## config.mk

```make
export PLATFORM = sky130hd
export DESIGN_NAME = spi_sclk_prescaler
export DESIGN_NICKNAME = d
export VERILOG_FILES = /design/src/rtl/spi_presc_pkg.sv /design/src/rtl/spi_presc_decode.sv /design/src/rtl/spi_presc_split.sv /design/src/rtl/spi_sclk_prescaler.sv
export SDC_FILE = /design/constraint.sdc
export NUM_CORES = 1
export LEC_CHECK = 0
export BUFFER_PORTS_ARGS = -buffer_cell sky130_fd_sc_hd__buf_2
export CELL_PAD_IN_SITES_DETAIL_PLACEMENT = 0
export CELL_PAD_IN_SITES_GLOBAL_PLACEMENT = 1
export CORE_UTILIZATION = 49
export CTS_BUF_LIST = sky130_fd_sc_hd__clkbuf_8
export CTS_CLUSTER_DIAMETER = 120
export CTS_CLUSTER_SIZE = 25
export DETAILED_ROUTE_END_ITERATION = 12
export GPL_ROUTABILITY_DRIVEN = 0
export HOLD_SLACK_MARGIN = 0.06
export PLACE_DENSITY = 0.9
export SETUP_SLACK_MARGIN = 0.5
export SYNTH_ARGS = -nofsm -noshare
export SYNTH_HDL_FRONTEND = slang
export SYNTH_SLANG_ARGS = --single-unit
export TNS_END_PERCENT = 30
```

## constraint.sdc

```tcl
create_clock -name clk -period 2.75 [get_ports clk]
set_clock_uncertainty 0.15 [all_clocks]
set_input_delay 0.275 -clock clk [delete_from_list [all_inputs] [get_ports clk]]
set_output_delay 0.275 -clock clk [all_outputs]
set_load 0.01 [all_outputs]
```

## src/rtl/spi_presc_pkg.sv

```systemverilog
package spi_presc_pkg;

    localparam int PRESC_W  = 8;
    localparam int MANT_W   = 4;
    localparam int EXP_W    = 3;
    localparam int LEG_W    = 5;
    localparam int DIV_W    = MANT_W + (1 << EXP_W) - 1;
    localparam int MAX_DIV  = ((1 << MANT_W) - 1) << ((1 << EXP_W) - 1);
    localparam int MAX_HALF = (MAX_DIV + 1) / 2;

    typedef logic [DIV_W-1:0] div_t;

    typedef struct packed {
        div_t hi;
        div_t lo;
    } halves_t;

    typedef enum logic [1:0] {
        ST_IDLE      = 2'd0,
        ST_LOW_HALF  = 2'd1,
        ST_HIGH_HALF = 2'd2
    } sclk_state_e;

endpackage

```

## src/rtl/spi_presc_decode.sv

```systemverilog
module spi_presc_decode
    import spi_presc_pkg::*;
#(
    parameter int  P_W       = PRESC_W,
    parameter int  M_W       = MANT_W,
    parameter int  E_W       = EXP_W,
    parameter int  L_W       = LEG_W,
    parameter int  D_W       = DIV_W,
    parameter bit  LEGACY_EN = 1'b1
) (
    input  logic [P_W-1:0] presc,
    input  logic           legacy_mode,
    output logic [D_W-1:0] divisor
);

    localparam int EXP_LO_BIT  = M_W;
    localparam int EXP_HI_BASE = P_W - (E_W - 1);
    localparam logic [L_W-1:0] LEG_OFFSET = L_W'(1 << (L_W - 1));
    localparam logic [L_W-1:0] LEG_MIN_F  = LEG_OFFSET + L_W'(2);

    logic [M_W-1:0] mant;
    logic [M_W-1:0] mant_eff;
    logic [E_W-1:0] expo;
    logic [D_W-1:0] ext_raw;
    logic [D_W-1:0] ext_div;
    logic [D_W-1:0] leg_div;
    logic           unused_reserved;

    assign mant     = presc[M_W-1:0];
    assign mant_eff = (mant == '0) ? M_W'(1) : mant;
    assign expo     = {presc[P_W-1:EXP_HI_BASE], presc[EXP_LO_BIT]};
    assign ext_raw  = D_W'(mant_eff) << expo;
    assign ext_div  = (ext_raw < D_W'(2)) ? D_W'(2) : ext_raw;
    assign unused_reserved = ^presc[EXP_HI_BASE-1:EXP_LO_BIT+1];

    generate
        if (LEGACY_EN) begin : g_legacy
            logic [L_W-1:0] fld;
            assign fld     = presc[L_W-1:0];
            assign leg_div = (fld < LEG_MIN_F) ? D_W'(4)
                                               : (D_W'(fld - LEG_OFFSET) << 1);
        end else begin : g_no_legacy
            assign leg_div = ext_div;
        end
    endgenerate

    assign divisor = legacy_mode ? leg_div : ext_div;

endmodule

```

## src/rtl/spi_presc_split.sv

```systemverilog
module spi_presc_split
    import spi_presc_pkg::*;
(
    input  div_t    divisor,
    output halves_t halves
);

    always_comb begin
        halves.lo = divisor >> 1;
        halves.hi = divisor - halves.lo;
    end

endmodule

```

## src/rtl/spi_sclk_prescaler.sv

```systemverilog
module spi_sclk_prescaler
    import spi_presc_pkg::*;
(
    input  logic               clk,
    input  logic               rst_n,
    input  logic               run,
    input  logic [PRESC_W-1:0] presc,
    input  logic               legacy_mode,
    output logic               rise_stb,
    output logic               fall_stb,
    output logic               sclk_lvl
);

    div_t        divisor;
    halves_t     halves;
    sclk_state_e state_q, state_d;
    div_t        cnt_q, cnt_d;
    div_t        hi_q, hi_d;
    div_t        lo_q, lo_d;

    spi_presc_decode #(
        .P_W       (PRESC_W),
        .M_W       (MANT_W),
        .E_W       (EXP_W),
        .L_W       (LEG_W),
        .D_W       (DIV_W),
        .LEGACY_EN (1'b1)
    ) u_decode (
        .presc       (presc),
        .legacy_mode (legacy_mode),
        .divisor     (divisor)
    );

    spi_presc_split u_split (
        .divisor (divisor),
        .halves  (halves)
    );

    // Next-state and counter logic
    always_comb begin
        state_d = state_q;
        cnt_d   = cnt_q;
        hi_d    = hi_q;
        lo_d    = lo_q;
        if (!run) begin
            state_d = ST_IDLE;
            cnt_d   = '0;
        end else begin
            unique case (state_q)
                ST_IDLE: begin
                    state_d = ST_LOW_HALF;
                    hi_d    = halves.hi;
                    lo_d    = halves.lo;
                    cnt_d   = halves.lo - DIV_W'(1);
                end
                ST_LOW_HALF: begin
                    if (cnt_q == '0) begin
                        state_d = ST_HIGH_HALF;
                        cnt_d   = hi_q - DIV_W'(1);
                    end else begin
                        cnt_d   = cnt_q - DIV_W'(1);
                    end
                end
                ST_HIGH_HALF: begin
                    if (cnt_q == '0) begin
                        state_d = ST_LOW_HALF;
                        cnt_d   = lo_q - DIV_W'(1);
                    end else begin
                        cnt_d   = cnt_q - DIV_W'(1);
                    end
                end
                default: begin
                    state_d = ST_IDLE;
                    cnt_d   = '0;
                end
            endcase
        end
    end

    // State register
    always_ff @(posedge clk or negedge rst_n) begin
        if (!rst_n) begin
            state_q <= ST_IDLE;
            cnt_q   <= '0;
            hi_q    <= DIV_W'(1);
            lo_q    <= DIV_W'(1);
        end else begin
            state_q <= state_d;
            cnt_q   <= cnt_d;
            hi_q    <= hi_d;
            lo_q    <= lo_d;
        end
    end

    // Outputs
    always_comb begin
        rise_stb = run && (state_q == ST_LOW_HALF)  && (cnt_q == '0);
        fall_stb = run && (state_q == ST_HIGH_HALF) && (cnt_q == '0);
        sclk_lvl = (state_q == ST_HIGH_HALF);
    end

endmodule

```

==> flow_metrics.env <==
export IMPL_hold_violations=0
export IMPL_cts_tree="yes"
export IMPL_dieArea_sq_um=6870
export IMPL_syn_area_per_cell_sq_um=8.11
export IMPL_maxCapViolCount=0
export IMPL_grt_pass1_wl_um=13900
export IMPL_synth_edff_count=0
export IMPL_multi_input_area_sq_um=2320
export IMPL_finalWorstSetupSlack_ns=0.00533
export IMPL_cp_num_buf_inv=3
export IMPL_grt_usage_pct=24.9
export IMPL_max_clock_freq_mhz=364
export IMPL_dpl_cell_count=525
export IMPL_p_sw_mw=1.27
export IMPL_die_y_um=82.9
export IMPL_netlist_area_sq_um=3200
export IMPL_initialDrtViolationCount=128
export IMPL_yosysSeqAreaShare_pct=26.6
export IMPL_slowest_delay_ns=0.35
export IMPL_core_area_sq_um=6310
export IMPL_htree_num_levels=2
export IMPL_r2r_start="cnt_q[3]"
export IMPL_crit_family="compound AO/OA/AOI/OAI gates"
export IMPL_yosys_warnings=0
export IMPL_overflow=0
export IMPL_synth_ff_type="dfrtp_1"
export IMPL_dpl_hpwl_um=6130
export IMPL_power_leakage_nw=1.88
export IMPL_wl_per_cell_um=15.1
export IMPL_synthCells=395
export IMPL_cp_cell_sequence="buf_6 > nor3_4 > buf_6 > o31ai_4 > and3_4 > nand4b_4 > and2_4 > inv_4 > ha_4 > fa_2 > o21ba_4 > o21ai_2 > a21o_1 > a21oi_2 > o21bai_1 > xnor2_1 > o21ai_1"
export IMPL_nets=503
export IMPL_yosysUniqueCellTypes=64
export IMPL_startpoint_type="input pin"
export IMPL_antenna_cells=0
export IMPL_cts_buffers=5
export IMPL_synth_nets=434
export IMPL_min_path_cells=2
export IMPL_row_count=29
export IMPL_ys_ff_latch=34
export IMPL_ir_worst_vdd_mv=0.562
export IMPL_routed_via_density=5.47
export IMPL_clk_latency_ns=0.29
export IMPL_status="complete, no violations"
export IMPL_seq_area_sq_um=853
export IMPL_tightest_slew_ns=0.784
export IMPL_drive_above_1_share_pct=27.3
export IMPL_route_final_wire_length_um=8200
export IMPL_setup_worst_path_start="presc[1]"
export IMPL_worstHoldStart="run"
export IMPL_drc=0
export IMPL_die_w_um=82.9
export IMPL_hold_path_class="input pin to flip-flop"
export IMPL_grt_start_max_net_pins=35
export IMPL_intPower_mw=1.64
export IMPL_utilization_pct=64.2
export IMPL_rsz0062_at_grt="yes"
export IMPL_mostFrequentLayoutCell="buf_4"
export IMPL_async_flop_share_pct=100
export IMPL_grt_antenna_before_repair=0
export IMPL_crit_type="input pin to flip-flop"
export IMPL_arrival_ns=2.76
export IMPL_cts_num_sinks=34
export IMPL_period_share_pct=99.8
export IMPL_first_pass_iters=4
export IMPL_most_common_layout_cells="buf_4 (63), nand2_1 (46), dfrtp_1 (32)"
export IMPL_worst_path_most_repeated_cell="buf_6"
export IMPL_final_cells=542
export IMPL_critPathCaptureType="flip-flop"
export IMPL_placed_cell_area_sq_um=3730
export IMPL_power_frac_comb_pct=54.4
export IMPL_place_ws_ns=-0.393
export IMPL_power_total_mw=2.91
export IMPL_grt_pass1_vias=2987
export IMPL_finalSetupViolations=0
export IMPL_io_pins=15
export IMPL_period_needed_ns=2.74
export IMPL_maxSlewHeadroom_pct=47.8
export IMPL_antenna_left=0
export IMPL_required_ns=2.76
export IMPL_crit_fanout=4
export IMPL_slew_viol_final=0
export IMPL_cellPowerDensity_nw_per_um2=717
export IMPL_area_growth_pct=26.6
export IMPL_start_util_pct=50.8
export IMPL_p_clk_share_pct=13.3
export IMPL_numPortBuffers=13
export IMPL_p_seq_share_pct=32.3
export IMPL_fin_area_sq_um=4060
export IMPL_crit_cells=17
export IMPL_vias=2965
export IMPL_cts_root_buf="clkbuf_8"
export IMPL_clkTransAtPathRegs_ns=0.07
export IMPL_cp_slowest_cell="fa_2"
export IMPL_cts_buffer_depth=2
export IMPL_reg2reg_depth=8
export IMPL_switching_share_pct=43.7
export IMPL_nFillCells=545
## flip-flops by register name, summed over array words and instances, names as in the netlist
signal and cells:
cnt_q 11, lo_q 10, hi_q 11, state_q 2
## kinds of logic (layout without fill, tap and decap cells)
family | Yosys count | in the layout | synth area share [%]
adders and majority gates | 27 | 27 | 10.8
xor gates and xnor gates | 38 | 38 | 10.4
AOI/OAI and AO/OA | 108 | 108 | 21.2
muxes | 4 | 4 | 1.56
and+or+nand+nor | 147 | 147 | 24.2
DFF | 34 | 34 | 26.6
buffers and inverters | 37 | 107 | 5.27
## cell usage after synthesis (3+ instances only)
master / number / share of area (%)
nand2_1: 47 / 5.5
dfrtp_1: 32 / 25
nor2_1: 31 / 3.6
o21ai_0: 29 / 4.5
a21oi_1: 28 / 4.4
ha_1: 26 / 10
xnor2_1: 22 / 6.0
inv_1: 19 / 2.2
xor2_1: 16 / 4.4
nor3_1: 13 / 2.0
clkbuf_1: 9 / 1.1
nand3_1: 9 / 1.4
o21ai_1: 9 / 1.4
nand2b_1: 8 / 1.6
a31oi_1: 6 / 1.2
o211ai_1: 6 / 1.4
and3_1: 5 / 0.98
or3_1: 5 / 0.98
buf_2: 4 / 0.62
nand3b_1: 4 / 0.94
a21o_1: 3 / 0.70
and2_1: 3 / 0.59
nor2b_1: 3 / 0.59
## layout make-up
class | instances | share of cell area (%)
Tap cell | 77 | 2.38
Clock buffer | 6 | 2.04
Inverter | 20 | 1.91
Clock inverter | 2 | 0.216
Sequential cell | 34 | 21.0
Timing Repair Buffer | 79 | 15.1
Multi-Input combinational cell | 324 | 57.3
## final timing paths
path,to,slack [ns]
min reg2reg,lo_q[0],0.37
min,cnt_q[10],0.22
min in group asynchronous,hi_q[3],0.46
max,hi_q[8],0.005
max reg2reg,cnt_q[0],0.59
max in group asynchronous,lo_q[9],1.50
## per-layer routing
layer | up-vias | share of wire, % | GRT usage (%)
met5 | - | 0 | 0
met4 | 0 | 2.8 | 11.1
met3 | 22 | 2.6 | 2.78
met2 | 54 | 50 | 44.9
met1 | 1366 | 44 | 29.6
li1 | 1523 | - | -
## power by group through the flow
stage	logic (mW)	registers (mW)	clock network [mW]
3_5_place_dp	1.48	0.939	0
4_1_cts	1.53	0.930	0.391
3_3_place_gp	1.45	0.929	0
6_report	1.58	0.941	0.386
2_1_floorplan	1.13	0.867	0
5_1_grt	1.77	0.971	0.410
## stage by stage
stage | hold WS (ns) | TNS (ns)
4_1_cts | 0.221 | 0
3_5_place_dp | 0.241 | -3.04
5_1_grt | 0.231 | -0.280
2_1_floorplan | -0.171 | -0.393
3_3_place_gp | 0.232 | -2.43
6_report | 0.225 | 0
## repair_timing
action / 4_1_cts / 5_1_grt
endpoints found under the hold margin: 32 / 0
setup buffers: 5 / 3
pin swaps: 17 / 20
resized for setup: 28 / 14
setup endpoints to repair: 17 / 22
hold buffers: 1 / 0
cloned: 0 / 0
Power figures use the tool's default switching activity.
